`src/rtl/osw_pkg.sv`:
```
package osw_pkg;

    typedef enum logic [2:0] {
        S_POR_WAIT  = 3'd0,
        S_RST_WAIT  = 3'd1,
        S_WAKE_WAIT = 3'd2,
        S_EXT_HOLD  = 3'd3,
        S_RUN       = 3'd4
    } osw_state_e;

    function automatic logic is_wait_state(input osw_state_e s);
        return (s == S_POR_WAIT) || (s == S_RST_WAIT) || (s == S_WAKE_WAIT);
    endfunction

endpackage

```
`src/rtl/osw_timebase.sv`:
```
module osw_timebase #(
    parameter int CNT_W = 19
) (
    input  logic             clk,
    input  logic             rst_n,
    input  logic             clr,
    output logic [CNT_W-1:0] cnt
);

    // Free-running count of oscillator cycles, zeroed at each wait start.
    always_ff @(posedge clk or negedge rst_n) begin
        if (!rst_n) begin
            cnt <= '0;
        end else if (clr) begin
            cnt <= '0;
        end else begin
            cnt <= cnt + 1'b1;
        end
    end

endmodule

```
`src/rtl/osw_sync.sv`:
```
module osw_sync #(
    parameter int STAGES = 2
) (
    input  logic clk,
    input  logic rst_n,
    input  logic d,
    output logic q
);

    logic [STAGES-1:0] chain;

    // Resets to 0 so the external reset reads as asserted until proven released.
    always_ff @(posedge clk or negedge rst_n) begin
        if (!rst_n) begin
            chain <= '0;
        end else begin
            chain <= {chain[STAGES-2:0], d};
        end
    end

    assign q = chain[STAGES-1];

endmodule

```
`src/rtl/osw_tap.sv`:
```
module osw_tap #(
    parameter int CNT_W   = 19,
    parameter int EXP_W0  = 10,
    parameter int EXP_W1  = 13,
    parameter int EXP_W2  = 15,
    parameter int EXP_W3  = 18,
    parameter int EXP_POR = 17
) (
    input  logic [CNT_W-1:0] cnt,
    input  logic [1:0]       sel_q,
    input  logic             use_por,
    output logic             done
);

    localparam int EXPS [4] = '{EXP_W0, EXP_W1, EXP_W2, EXP_W3};

    logic [3:0] sel_hit;
    logic       por_hit;

    // Count has reached 2^e: first true exactly at 2^e after a clear.
    generate
        for (genvar g = 0; g < 4; g++) begin : g_tap
            assign sel_hit[g] = (cnt >> EXPS[g]) != '0;
        end
    endgenerate

    assign por_hit = (cnt >> EXP_POR) != '0;
    assign done    = use_por ? por_hit : sel_hit[sel_q];

endmodule

```
`src/rtl/osw_fsm.sv`:
```
module osw_fsm
    import osw_pkg::*;
(
    input  logic       clk,
    input  logic       rst_n,
    input  logic       stop_wake,
    input  logic       subclk_rst,
    input  logic [1:0] wait_sel,
    input  logic       ext_ok,
    input  logic       done,
    output logic       tb_clr,
    output logic [1:0] sel_q,
    output logic       use_por,
    output logic       in_wait,
    output logic       rst_int_n,
    output logic       clk_ready
);

    osw_state_e state, nxt;
    logic       load;
    logic       trig;

    assign trig = stop_wake | subclk_rst;

    // State register.
    always_ff @(posedge clk or negedge rst_n) begin
        if (!rst_n) begin
            state <= S_POR_WAIT;
        end else begin
            state <= nxt;
        end
    end

    // Latched wait select, resets to the longest setting.
    always_ff @(posedge clk or negedge rst_n) begin
        if (!rst_n) begin
            sel_q <= 2'b11;
        end else if (load) begin
            sel_q <= wait_sel;
        end
    end

    // Transitions.
    always_comb begin
        nxt    = state;
        tb_clr = 1'b0;
        load   = 1'b0;
        unique case (state)
            S_POR_WAIT: begin
                if (trig) begin
                    tb_clr = 1'b1;
                end else if (done) begin
                    nxt = ext_ok ? S_RUN : S_EXT_HOLD;
                end
            end
            S_RST_WAIT: begin
                if (trig) begin
                    tb_clr = 1'b1;
                    load   = 1'b1;
                end else if (done) begin
                    nxt = ext_ok ? S_RUN : S_EXT_HOLD;
                end
            end
            S_WAKE_WAIT: begin
                if (subclk_rst) begin
                    nxt    = S_RST_WAIT;
                    tb_clr = 1'b1;
                    load   = 1'b1;
                end else if (stop_wake) begin
                    tb_clr = 1'b1;
                    load   = 1'b1;
                end else if (done) begin
                    nxt = ext_ok ? S_RUN : S_EXT_HOLD;
                end
            end
            S_EXT_HOLD: begin
                if (ext_ok) begin
                    nxt = S_RUN;
                end
            end
            S_RUN: begin
                if (!ext_ok) begin
                    nxt = S_EXT_HOLD;
                end else if (subclk_rst) begin
                    nxt    = S_RST_WAIT;
                    tb_clr = 1'b1;
                    load   = 1'b1;
                end else if (stop_wake) begin
                    nxt    = S_WAKE_WAIT;
                    tb_clr = 1'b1;
                    load   = 1'b1;
                end
            end
            default: begin
                nxt = S_POR_WAIT;
            end
        endcase
    end

    // Outputs.
    always_comb begin
        use_por   = (state == S_POR_WAIT);
        in_wait   = is_wait_state(state);
        rst_int_n = (state == S_RUN) || (state == S_WAKE_WAIT);
        clk_ready = (state == S_RUN);
    end

    // A wait whose tap has not been reached never releases the clock.
    assert_no_early_release_R2: assert property (@(posedge clk) disable iff (!rst_n)
        (in_wait && !done) |=> !clk_ready);

    // A wait whose tap is reached with the external reset released goes to RUN.
    assert_release_on_done_R3: assert property (@(posedge clk) disable iff (!rst_n)
        (in_wait && done && !trig && ext_ok) |=> clk_ready);

    // Select stays fixed for the length of a wait unless retriggered.
    assert_sel_frozen_R5: assert property (@(posedge clk) disable iff (!rst_n)
        (in_wait && !trig) |=> $stable(sel_q));

    // External reset seen asserted keeps the clock not-ready next cycle.
    assert_ext_blocks_ready_R7: assert property (@(posedge clk) disable iff (!rst_n)
        !ext_ok |=> !clk_ready);

    // Ready never without reset released.
    assert_ready_needs_rst_R9: assert property (@(posedge clk) disable iff (!rst_n)
        $rose(clk_ready) |-> rst_int_n);

endmodule

```
`src/rtl/osw_seq.sv`:
```
module osw_seq #(
    parameter int EXP_W0  = 10,
    parameter int EXP_W1  = 13,
    parameter int EXP_W2  = 15,
    parameter int EXP_W3  = 18,
    parameter int EXP_POR = 17
) (
    input  logic       clk_osc,
    input  logic       por_n,
    input  logic       ext_rst_n,
    input  logic       stop_wake,
    input  logic       subclk_rst,
    input  logic [1:0] wait_sel,
    output logic       rst_int_n,
    output logic       clk_ready
);

    localparam int MAX_A   = (EXP_W0 > EXP_W1) ? EXP_W0 : EXP_W1;
    localparam int MAX_B   = (EXP_W2 > EXP_W3) ? EXP_W2 : EXP_W3;
    localparam int MAX_S   = (MAX_A > MAX_B) ? MAX_A : MAX_B;
    localparam int EXP_MAX = (MAX_S > EXP_POR) ? MAX_S : EXP_POR;
    localparam int CNT_W   = EXP_MAX + 1;

    logic [CNT_W-1:0] tb_cnt;
    logic             tb_clr;
    logic             ext_ok;
    logic             done;
    logic [1:0]       sel_q;
    logic             use_por;
    logic             in_wait;

    osw_timebase #(.CNT_W(CNT_W)) u_tb (
        .clk   (clk_osc),
        .rst_n (por_n),
        .clr   (tb_clr),
        .cnt   (tb_cnt)
    );

    osw_sync #(.STAGES(2)) u_ext_sync (
        .clk   (clk_osc),
        .rst_n (por_n),
        .d     (ext_rst_n),
        .q     (ext_ok)
    );

    osw_tap #(
        .CNT_W   (CNT_W),
        .EXP_W0  (EXP_W0),
        .EXP_W1  (EXP_W1),
        .EXP_W2  (EXP_W2),
        .EXP_W3  (EXP_W3),
        .EXP_POR (EXP_POR)
    ) u_tap (
        .cnt     (tb_cnt),
        .sel_q   (sel_q),
        .use_por (use_por),
        .done    (done)
    );

    osw_fsm u_fsm (
        .clk        (clk_osc),
        .rst_n      (por_n),
        .stop_wake  (stop_wake),
        .subclk_rst (subclk_rst),
        .wait_sel   (wait_sel),
        .ext_ok     (ext_ok),
        .done       (done),
        .tb_clr     (tb_clr),
        .sel_q      (sel_q),
        .use_por    (use_por),
        .in_wait    (in_wait),
        .rst_int_n  (rst_int_n),
        .clk_ready  (clk_ready)
    );

    // A trigger during a wait zeroes the time base on the next edge.
    assert_restart_zero_R6: assert property (@(posedge clk_osc) disable iff (!por_n)
        (in_wait && (stop_wake || subclk_rst)) |=> (tb_cnt == '0));

endmodule

```
`config.mk`:
```
export PLATFORM = sky130hd
export DESIGN_NAME = osw_seq
export DESIGN_NICKNAME = d
export VERILOG_FILES = /design/src/rtl/osw_pkg.sv /design/src/rtl/osw_timebase.sv /design/src/rtl/osw_sync.sv /design/src/rtl/osw_tap.sv /design/src/rtl/osw_fsm.sv /design/src/rtl/osw_seq.sv
export SDC_FILE = /design/constraint.sdc
export NUM_CORES = 1
export LEC_CHECK = 0
export BUFFER_PORTS_ARGS = -buffer_cell sky130_fd_sc_hd__buf_2
export CAP_MARGIN = 30
export CORE_ASPECT_RATIO = 1.4
export CORE_UTILIZATION = 45
export DETAILED_ROUTE_END_ITERATION = 10
export GPL_TIMING_DRIVEN = 0
export PLACE_DENSITY = 0.66
export SLEW_MARGIN = 20
export SYNTH_ARGS = -nofsm -noshare
export SYNTH_HDL_FRONTEND = slang
export SYNTH_SLANG_ARGS = --single-unit
```
`constraint.sdc`:
```
create_clock -name clk_osc -period 1.98 [get_ports clk_osc]
set_input_delay 0.396 -clock clk_osc [delete_from_list [all_inputs] [get_ports clk_osc]]
set_output_delay 0.396 -clock clk_osc [all_outputs]
set_load 0.1 [all_outputs]
```
==> results of run 1 <==
## metal layers
layer,share of wire [%],GRT usage [%]
met3,1.6,2.000
met1,43,20.20
met4,1.9,8.824
met5,0,0
met2,54,35.79
## logic make-up (layout without fill, tap and decap cells)
family / Yosys count / in the layout / share of synthesized area, %
buf+inv: 8 / 20 / 2.398
mux: 3 / 3 / 2.309
simple gates: 70 / 70 / 25.13
flops: 26 / 26 / 46.36
fa+ha+maj: 1 / 1 / 0.8880
compound gates: 22 / 22 / 11.72
xor+xnor: 18 / 18 / 11.19
## registers in the layout, indices dropped and copies added, names as in the netlist
name and count:
u_tb.cnt 19, u_fsm.state 3, u_ext_sync.chain 2, u_fsm.sel_q 2
## stage by stage
step           setup TNS, ns  worst slack [ns]
6_report                   0           0.09131
5_1_grt                    0           0.02133
4_1_cts                    0           0.01516
3_5_place_dp               0            0.1912
3_3_place_gp               0            0.2178
2_1_floorplan       -0.03394          -0.03394
## area by class of cell
type,instances,area (sq um)
plain buffers,6,27.53
clock buffers,3,41.29
clock inverters,1,30.03
fillers,256,1319
inverters,2,7.507
multi-input cells,114,733.2
flip-flops and latches,26,653.1
well taps,37,46.29
repair buffers,8,48.80
## path summary, 6_finish.rpt
path	startpoint	end	slack, ns
worst min register to register	u_ext_sync.chain[0]$_DFF_PN0_	u_ext_sync.chain[1]$_DFF_PN0_	0.36
max in group asynchronous	por_n	u_tb.cnt[9]$_DFF_PN0_	1.51
min in group clk_osc	ext_rst_n	u_ext_sync.chain[0]$_DFF_PN0_	0.23
worst max register to register	u_tb.cnt[13]$_DFF_PN0_	u_fsm.state[1]$_DFFE_PN0P_	0.24
worst min-delay path	por_n	u_tb.cnt[11]$_DFF_PN0_	0.1
worst max-delay path	u_fsm.state[2]$_DFFE_PN0P_	rst_int_n	0.09
## repair_timing
action	CTS	global route
endpoints found under the setup margin	1	2
hold buffers	0	0
setup buffers	0	0
gates resized for setup	1	4
## synthesized netlist by cell type (2+ instances only)
cell	count
nor3_1	5
and3_1	2
nand2_1	10
a31oi_1	2
nand2b_1	3
nor2_1	25
o21a_1	2
xnor2_1	6
xor2_1	12
nand4_1	5
clkbuf_1	3
nor2_2	2
nand3_1	7
nor3_2	2
nor2b_1	3
a21oi_1	6
dfrtp_1	24
dfstp_2	2
mux2_1	2
inv_1	2
buf_2	3
## power groups by stage
stage	logic (mW)	clock network, mW	registers (mW)
floorplan	0.542	0	0.663
global placement	0.644	0	0.674
detailed placement	0.653	0	0.674
CTS	0.663	0.445	0.664
global route	0.747	0.461	0.678
finish	0.671	0.435	0.667
==> results by group, run 1 <==
STA
  • # setup viols final: 0
  • Endpoints failing hold: 0
  • Tcrit/Tclk final: ~95%
  • Pins Over Slew Limit: 0
  • Hold slack: 0.09891 ns
  • Worst clock skew: 0.003466 ns
  • Min Tclk post-route: around 1.9 ns
  • Normalized max-slew margin: between 60% and 70%
  • Slew of the pin with the lowest slew margin: between 0.5 and 0.6 ns
  • Peak Freq: ~530 MHz
  • RSZ-0062 raised after global routing: no

Clock tree
  • CTS root buf: clkbuf_8
  • Clock Sinks: 26
  • CTS tree: built
  • Clk_lat worst skew: roughly 0.27 ns
  • Maximum clock insertion buffer count: 2
  • Num CTS Buffers: 3
  • Clk slew on worst S/H paths: about 0.09 ns
  • CTS H-tree lvls: 1

Route
  • Via count: roughly 1100
  • DR vias/cell: ~5.5
  • WL per Instance: between 10 and 15 microns
  • Antenna Nets Post-Route: 0
  • DRC Markers: 0
  • DR pass1 iterations: 4
  • Total Wirelength: roughly 2700 microns
  • DR iter-0 viols: 20

Outcome
  • Status: finished clean

Pwr
  • Combinational power share: a little under two fifths
  • Net Switching: around 0.64 mW
  • Internal: approximately 1.1 mW
  • Seq pwr share: 37.6%
  • Leakage: approximately 0.65 nW
  • Power density over the cells: 1116 mW/mm^2
  • Clk network pwr share: between 20% and 30%
  • Switching Share: 36.26%
  • Peak supply drop: 0.6711 mV
  • Final Total Pwr: about 1.8 mW

Setup path
  • R2R cell count: 5
  • Critical Path Start Type: flip-flop
  • Slowest cell on crit path: dfrtp_1
  • Worst Setup Path Type: flip-flop to primary output
  • Worst EP arrival: around 1.5 ns
  • Bufs and invs on worst path: 2
  • Critical path depth: 4
  • Critical path capture point type: primary output
  • Worst EP required: 1.58 ns
  • Critical path peak fanout: 10
  • CP Cell Sequence: clkbuf_2 -> nand2b_1 -> a21oi_2 -> buf_6
  • Max incr delay on CP: 0.43 ns
  • Top Family by Delay on Critical Path: buffers and inverters

Synth
  • Syn. warnings: 0
  • Largest cells by area after synthesis: dfrtp_1 43%, xor2_1 7.5%, nor2_1 6.7%, dfstp_2 3.7%, xnor2_1 3.7%
  • Synthesized area per cell: between 9 and 10 sq um
  • Yosys top cell by area: dfrtp_1
  • Yosys top cell area share: a little over two fifths
  • Synth cell types: a little over 40
  • Number of flops mapped to enable cells by yosys: 0
  • Mapped cell area: around 0.0014 sq mm
  • Sequential fraction of the synthesis area: a little under half
  • Async set-reset flop share out of synthesis: 100.0%
  • Most used DFF post-synth: dfrtp_1
  • Synth Instances: ~150
  • Synth Net Count: 156
  • Yosys reg bits: 26

Die
  • Die area: between 0.003 and 0.004 sq mm
  • Initial Util: between 40 and 50%
  • Core region area: 0.002907 sq mm
  • Die X: between 40 and 50 microns
  • Rows: 23
  • Die Ht: approximately 70 microns
  • Io pins: 9

Global routing
  • All-Layer GR Usage: 18.56%
  • First-pass GRT wire length: approximately 4700 microns
  • Largest net degree at the start of global routing: 27
  • Initial antenna violation count: 0
  • Vias in the first global route: 1090
  • Grt ovf: 0

Place
  • Number of port buffers: 8
  • Dpl hpwl: ~2000 microns
  • GPL Wtd Cong: 0.7999
  • Placed Area: approximately 0.0015 sq mm
  • Total placed cells including tap cells: just under 200

Finish
  • Final Cell Area: roughly 0.0016 sq mm
  • Final Util: 54.63%
  • Fin cells: 197
  • Syn-to-layout area delta: 12.70%
  • Antenna cell count: 0
  • Nets@finish: ~170
  • Most frequent cells in the layout: 24 x nor2_1, 24 x dfrtp_1, 12 x xor2_1
  • Share of cells above drive strength 1: between 15 and 20%

Min path
  • Hold WC Path Type: input pin to asynchronous set/reset pin

Flow run
  • Total of max-cap violations: 0
(Power assumes the default switching activity.)
==> inputs of run 2 (changes only) <==
--- a/config.mk
+++ b/config.mk
@@ -7,11 +7,13 @@
 export LEC_CHECK = 0
 export BUFFER_PORTS_ARGS = -buffer_cell sky130_fd_sc_hd__buf_2
 export CAP_MARGIN = 30
+export CELL_PAD_IN_SITES_DETAIL_PLACEMENT = 0
+export CELL_PAD_IN_SITES_GLOBAL_PLACEMENT = 1
 export CORE_ASPECT_RATIO = 1.4
 export CORE_UTILIZATION = 45
 export DETAILED_ROUTE_END_ITERATION = 10
 export GPL_TIMING_DRIVEN = 0
-export PLACE_DENSITY = 0.66
+export PLACE_DENSITY = 0.8
 export SLEW_MARGIN = 20
 export SYNTH_ARGS = -nofsm -noshare
 export SYNTH_HDL_FRONTEND = slang
==> run 2 against run 1 <==
  * Register-to-register slack got worse by 0.03 ns
  * Sequential power barely moved
  * Fmax rose by 2.0%
  * Clock skew rose by 0.00057 ns
  * Core utilization fell by 0.90 points
  * Clock power fell by 30%
  * Global-route usage fell by 0.34 points
  * Largest cell class unchanged
==> results by group, run 2 (synthesized netlist as in run 1, its figures left out) <==
Flow run
  • Total of max-cap violations: 0

Clock tree
  • Post-CTS Setup Repair Bufs: 0
  • Hold buffers post-CTS: 0
  • Clk_lat worst skew: between 0.2 and 0.3 ns
  • CTS H-tree lvls: 1
  • CTS root buf: clkbuf_8
  • CTS tree: built
  • Maximum clock insertion buffer count: 2
  • Clk slew on worst S/H paths: 0.09 ns
  • Num CTS Buffers: 3
  • Clock Sinks: 26

Route
  • Antenna Nets Post-Route: 0
  • DRC Markers: 0
  • DR vias/cell: roughly 5.6
  • DR pass1 iterations: 4
  • WL per Instance: 13.15 microns
  • DR iter-0 viols: 11
  • Via count: approximately 1100
  • Total Wirelength: between 2000 and 3000 microns

Place
  • GPL Wtd Cong: ~0.76
  • Pre-CTS setup slack: between 0.15 and 0.2 ns
  • Total placed cells including tap cells: between 150 and 200
  • Number of port buffers: 8
  • Dpl hpwl: approximately 1900 microns
  • Placed Area: about 0.0015 sq mm

Finish
  • Final Util: between 50 and 60%
  • FILL cells: approximately 280
  • Antenna cell count: 0
  • Regs by FF count: u_tb.cnt: 19 flops, u_fsm.state: 3 flops
  • Top reg by flops: u_tb.cnt
  • Most frequent cells in the layout: 24 x nor2_1, 24 x dfrtp_1, 12 x xor2_1
  • Fin cells: between 150 and 200
  • Nets@finish: between 150 and 200
  • Largest register FFs: 19
  • Share of cells above drive strength 1: 16.88%
  • Final Cell Area: between 0.0015 and 0.002 sq mm
  • Syn-to-layout area delta: 10.83%

Setup path
  • Worst Setup Path Type: flip-flop to primary output
  • Critical path capture point type: primary output
  • CP Cell Sequence: buf_2 -> clkbuf_1 -> a21oi_2 -> buf_6
  • Max incr delay on CP: roughly 0.37 ns
  • Critical R2R Launch: u_tb.cnt[11]$_DFF_PN0_
  • Worst EP arrival: between 1 and 1.5 ns
  • Setup crit start: u_fsm.state[0]$_DFFE_PN0P_
  • Critical path peak fanout: 10
  • Worst EP required: roughly 1.6 ns
  • Critical Path Start Type: flip-flop
  • Setup slack, reg-to-reg: ~0.21 ns
  • Slowest cell on crit path: dfrtp_1

STA
  • Min Tclk post-route: roughly 1.9 ns
  • Tcrit/Tclk final: between 90% and 100%
  • Peak Freq: 540.1 MHz
  • Slew of the pin with the lowest slew margin: ~0.57 ns
  • RSZ-0062 raised after global routing: no
  • Pins Over Slew Limit: 0
  • Worst clock skew: roughly 0.0040 ns
  • PnR worst setup slack: ~0.13 ns
  • Normalized max-slew margin: between 60% and 70%
  • # setup viols final: 0
  • Endpoints failing hold: 0

Outcome
  • Status: finished clean

Pwr
  • Net Switching: around 0.64 mW
  • Seq pwr share: 40.7%
  • Peak supply drop: 0.8434 mV
  • Switching Share: roughly two fifths
  • Power density over the cells: around 1100 mW/mm^2
  • Internal: 1.003 mW
  • Final Total Pwr: between 1.5 and 2 mW
  • Clk network pwr share: between 10% and 20%
  • Combinational power share: roughly two fifths
  • Leakage: ~0.63 nW

Die
  • Die Ht: roughly 70 microns
  • Die X: about 49 microns
  • Io pins: 9
  • Die area: roughly 0.0034 sq mm
  • Core region area: 0.002907 sq mm
  • Initial Util: between 40% and 50%
  • Rows: 23

Global routing
  • All-Layer GR Usage: between 15 and 20%
  • Largest net degree at the start of global routing: 27
  • Vias in the first global route: 1106
  • Grt ovf: 0
  • Initial antenna violation count: 0
  • First-pass GRT wire length: ~4700 microns

Min path
  • Hold WC Path Type: input pin to asynchronous set/reset pin
run 2: cell count changes in the layout (fill, tap and decap cells not counted), sizes merged:
cell	delta
bufinv	-1
clkbuf	+1
run 2: cell type report:
type	instances	area, sq um	share of cell area, %
plain buffers	6	27.53	1.763
clock buffers	4	45.04	2.885
inverters	2	7.507	0.4808
multi-input cells	114	733.2	46.96
flip-flops and latches	26	653.1	41.83
well taps	37	46.29	2.965
repair buffers	8	48.80	3.125
run 2: worst max-delay path: cells and delay by family, from the launching register on:
family	cells	cell delay, ns
buffers and inverters	3	0.65
flip-flops	1	0.37
AO/OA/AOI/OAI	1	0.17
run 2: per-layer routing:
| metal | vias up | GRT usage, % | routed length (microns) | share of wire (%) |
|---|---|---|---|---|
| met5 | - | 0 | 0 | 0 |
| met4 | 0 | 8.088 | 31 | 1.2 |
| met3 | 4 | 2.222 | 36 | 1.4 |
| met2 | 11 | 34.42 | 1373 | 53 |
| met1 | 551 | 20.48 | 1149 | 44 |
| li1 | 541 | - | - | - |
run 2: path summary, 6_finish.rpt:
kind                                                      end  cells after the start
max in group asynchronous          u_fsm.sel_q[0]$_DFFE_PN1P_                      1
worst min register to register  u_ext_sync.chain[1]$_DFF_PN0_                      0
worst max register to register     u_fsm.state[1]$_DFFE_PN0P_                      5
min in group clk_osc            u_ext_sync.chain[0]$_DFF_PN0_                      1
worst max-delay path                                rst_int_n                      4
worst min-delay path                    u_tb.cnt[2]$_DFF_PN0_                      1
run 2: power groups by stage:
| stage | combinational (mW) | sequential, mW | clock, mW |
|---|---|---|---|
| global route | 0.746 | 0.678 | 0.330 |
| finish | 0.670 | 0.667 | 0.303 |
| floorplan | 0.542 | 0.663 | 0 |
| global placement | 0.647 | 0.676 | 0 |
| CTS | 0.663 | 0.666 | 0.314 |
| detailed placement | 0.653 | 0.677 | 0 |
run 2: repair_timing:
action	CTS	global route
pin swaps	0	0
setup endpoints to repair	1	2
resized for setup	1	4
run 2: metrics by stage:
stage / hold WS [ns] / TNS (ns)
after global placement: 0.3368 / 0
after global routing: 0.1660 / 0
after CTS: 0.1323 / 0
final: 0.1118 / 0
after detailed placement: 0.3523 / 0
after floorplan: 0.1004 / -0.03394
==> inputs of run 3 (changes only) <==
--- a/config.mk
+++ b/config.mk
@@ -5,15 +5,15 @@
 export SDC_FILE = /design/constraint.sdc
 export NUM_CORES = 1
 export LEC_CHECK = 0
+export ABC_AREA = 1
 export BUFFER_PORTS_ARGS = -buffer_cell sky130_fd_sc_hd__buf_2
 export CAP_MARGIN = 30
 export CELL_PAD_IN_SITES_DETAIL_PLACEMENT = 0
 export CELL_PAD_IN_SITES_GLOBAL_PLACEMENT = 1
-export CORE_ASPECT_RATIO = 1.4
-export CORE_UTILIZATION = 45
+export CORE_UTILIZATION = 44
 export DETAILED_ROUTE_END_ITERATION = 10
 export GPL_TIMING_DRIVEN = 0
-export PLACE_DENSITY = 0.8
+export PLACE_DENSITY = 0.82
 export SLEW_MARGIN = 20
 export SYNTH_ARGS = -nofsm -noshare
 export SYNTH_HDL_FRONTEND = slang
==> run 3 against run 2 <==
  * Sequential power is 2% higher
  * Worst setup slack worse by 0.044 ns
  * Final cell count is 26% higher
  * Non-clock buffer count is 5 lower
  * Clock-buffer cell count is 1 lower
  * Register-to-register slack better by 0.29 ns
  * Sequential share of layout area is 2.3 points lower
  * Largest power group unchanged
  * Die area is 8.5% higher
  * Critical path depth is 2 higher
  * Synthesized cell count is 31% higher
==> results by group, run 3 <==
Synth
  • Yosys top cell area share: approximately two fifths
  • Synth top cells by count: 46 x nand2_1, 32 x nor2_1, 26 x inv_1
  • Synth Net Count: around 200
  • Synth Instances: 194
  • Yosys reg bits: 26
  • Combinational family with the most area after synthesis: simple AND/OR/NAND/NOR gates
  • Synth Area in Compound Gates: 7.840%
  • Synth cell types: 31
  • Sequential fraction of the synthesis area: a little over two fifths
  • Yosys top cell by area: dfrtp_1
  • Async set-reset flop share out of synthesis: 100.0%
  • Largest cells by area after synthesis: dfrtp_1 40%, nand2_1 12%, nor2_1 8.0%, inv_1 6.5%, xor2_1 4.1%
  • Adder-Cell Fraction of Synth Area: 0.8340%
  • Synthesized area per cell: about 7.7 sq um
  • Multiplexer area fraction after synthesis: 0%
  • Area share of and/or/nand/nor cells after synthesis: about a third
  • Most common cell in the synthesized netlist: nand2_1
  • Number of flops mapped to enable cells by yosys: 0
  • Most used DFF post-synth: dfrtp_1
  • Mapped cell area: around 0.0015 sq mm
  • Synth Area in XOR/XNOR: between 5 and 6%
  • Syn. warnings: 0

Setup path
  • CP Cell Sequence: inv_2 -> nand2_2 -> nor2_4 -> inv_2 -> nand2_8 -> buf_8
  • CP most frequent cell: inv_2
  • Critical path capture point type: primary output
  • Worst Setup Path Type: flip-flop to primary output
  • Worst EP required: ~1.6 ns
  • Critical path peak fanout: 4
  • Max incr delay on CP: approximately 0.46 ns
  • Setup slack, reg-to-reg: roughly 0.5 ns
  • Slowest cell on crit path: dfrtp_1
  • Critical Path Start Type: flip-flop
  • Worst EP arrival: approximately 1.5 ns

Clock tree
  • Maximum clock insertion buffer count: 2
  • CTS root buf: clkbuf_4
  • Clk_lat worst skew: 0.31 ns
  • Hold buffers post-CTS: 0
  • Num CTS Buffers: 3
  • Post-CTS Setup Repair Bufs: 0
  • CTS H-tree lvls: 1
  • Clock Sinks: 26
  • CTS tree: built
  • Clk slew on worst S/H paths: approximately 0.14 ns

Route
  • DR vias/cell: ~4.8
  • DR iter-0 viols: 69
  • DRC Markers: 0
  • Via count: roughly 1200
  • Total Wirelength: 2867 microns
  • DR pass1 iterations: 4
  • Antenna Nets Post-Route: 0
  • WL per Instance: approximately 12 microns

Global routing
  • Initial antenna violation count: 0
  • Largest net degree at the start of global routing: 27
  • First-pass GRT wire length: between 5000 and 6000 microns
  • All-Layer GR Usage: a little under a fifth
  • Vias in the first global route: 1142
  • Grt ovf: 0

STA
  • Setup_tns: 0 ns
  • # setup viols final: 0
  • Endpoints failing hold: 0
  • Min Tclk post-route: about 1.9 ns
  • Pins Over Slew Limit: 0
  • Tcrit/Tclk final: a little over nine tenths
  • Normalized max-slew margin: between 60% and 70%
  • Slew of the pin with the lowest slew margin: 0.5928 ns
  • RSZ-0062 raised after global routing: no
  • Worst clock skew: 0.001946 ns
  • Peak Freq: approximately 530 MHz

Pwr
  • Seq pwr share: roughly 42%
  • Combinational power share: approximately 45%
  • Leakage: 0.7915 nW
  • Internal: 0.9216 mW
  • Peak supply drop: just under 0.6 mV
  • Net Switching: 0.7182 mW
  • Switching Share: a little over two fifths
  • Power density over the cells: 991.4 mW/mm^2
  • Clk network pwr share: between 10% and 20%
  • Final Total Pwr: between 1.5 and 2 mW

Finish
  • Nets@finish: 215
  • Syn-to-layout area delta: 10.26%
  • FF/Latch Area: approximately 650 sq um
  • Top reg by flops: u_tb.cnt
  • Area of the multi-input gates: 747.0 sq um
  • Final Cell Area: around 0.0017 sq mm
  • Fin cells: ~250
  • Largest register FFs: 19
  • Share of cells above drive strength 1: between 15 and 20%
  • Regs by FF count: u_tb.cnt: 19 flops, u_fsm.state: 3 flops
  • Antenna cell count: 0
  • Most frequent cells in the layout: 45 x nand2_1, 32 x nor2_1, 23 x inv_1, 23 x dfrtp_1, 9 x nand3_1
  • FILL cells: 320
  • Most common library cell in the layout ignoring fill and taps: nand2_1
  • Final Util: roughly 52%

Die
  • Die area: approximately 0.0036 sq mm
  • Initial Util: a little under half
  • Core region area: 0.003153 sq mm
  • Die X: about 60 microns
  • Io pins: 9
  • Rows: 20
  • Die Ht: just over 60 microns

Place
  • Number of port buffers: 8
  • Total placed cells including tap cells: 246
  • Dpl hpwl: 2224 microns
  • Placed Area: between 0.0015 and 0.002 sq mm
  • GPL Wtd Cong: between 0.7 and 0.8

Flow run
  • Total of max-cap violations: 0

Min path
  • Hold WC Path Type: input pin to asynchronous set/reset pin

Outcome
  • Status: finished clean
## run 3: kinds of logic (layout without fill, tap and decap cells)
group | count (synthesis) | count (layout)
compound gates | 19 | 19
xor+xnor | 10 | 10
fa+ha+maj | 1 | 1
buf+inv | 30 | 41
flops | 26 | 26
simple gates | 108 | 108
## run 3: what timing repair did
action | in CTS | in global routing
gates resized for setup | 5 | 3
cloned | 0 | 0
hold endpoints to repair | 0 | 0
endpoints found under the setup margin | 2 | 2
pin swaps | 0 | 0
## run 3: area by class of cell
class / instances / area share, %
multi-input cells: 138 / 45.16
flip-flops and latches: 26 / 39.56
inverters: 29 / 6.732
well taps: 44 / 3.328
repair buffers: 8 / 3.177
clock buffers: 3 / 1.362
plain buffers: 1 / 0.6808
## run 3: power groups by stage
| stage | Sequential (mW) | Combinational, mW | Clock (mW) |
|---|---|---|---|
| CTS | 0.681 | 0.741 | 0.232 |
| detailed placement | 0.689 | 0.704 | 0 |
| finish | 0.681 | 0.738 | 0.222 |
| global route | 0.691 | 0.833 | 0.255 |
| global placement | 0.684 | 0.694 | 0 |
| floorplan | 0.668 | 0.582 | 0 |
## run 3: critical path: cells and delay by family, from the launching register on
kind / cells / cell delay, ns
buf+inv: 3 / 0.40
flops: 1 / 0.46
simple gates: 3 / 0.34
## run 3: worst paths after layout
| path | cells past startpoint | end | start |
|---|---|---|---|
| worst max-delay path | 6 | rst_int_n | u_fsm.state[1]$_DFFE_PN0P_ |
| worst min-delay path | 1 | u_fsm.state[1]$_DFFE_PN0P_ | por_n |
| worst max register to register | 5 | u_tb.cnt[13]$_DFF_PN0_ | u_tb.cnt[6]$_DFF_PN0_ |
| worst min register to register | 0 | u_ext_sync.chain[1]$_DFF_PN0_ | u_ext_sync.chain[0]$_DFF_PN0_ |
| max in group asynchronous | 1 | u_fsm.state[2]$_DFFE_PN0P_ | por_n |
| min in group clk_osc | 1 | u_ext_sync.chain[0]$_DFF_PN0_ | ext_rst_n |
## run 3: metal layers
layer	track usage (%)	routed length (microns)	vias up
met5	0	0	-
met4	4.983	8	0
met2	29.20	1297	18
li1	-	-	635
met1	28.13	1476	536
met3	1.919	85	2
## run 3: metrics by stage
stage,setup slack [ns],hold slack [ns]
final,0.08465,0.06559
after global routing,0.002701,0.08055
after CTS,0.01929,0.07301
after detailed placement,0.1483,0.3419
after global placement,0.1762,0.3338
after floorplan,0.09514,0.1004
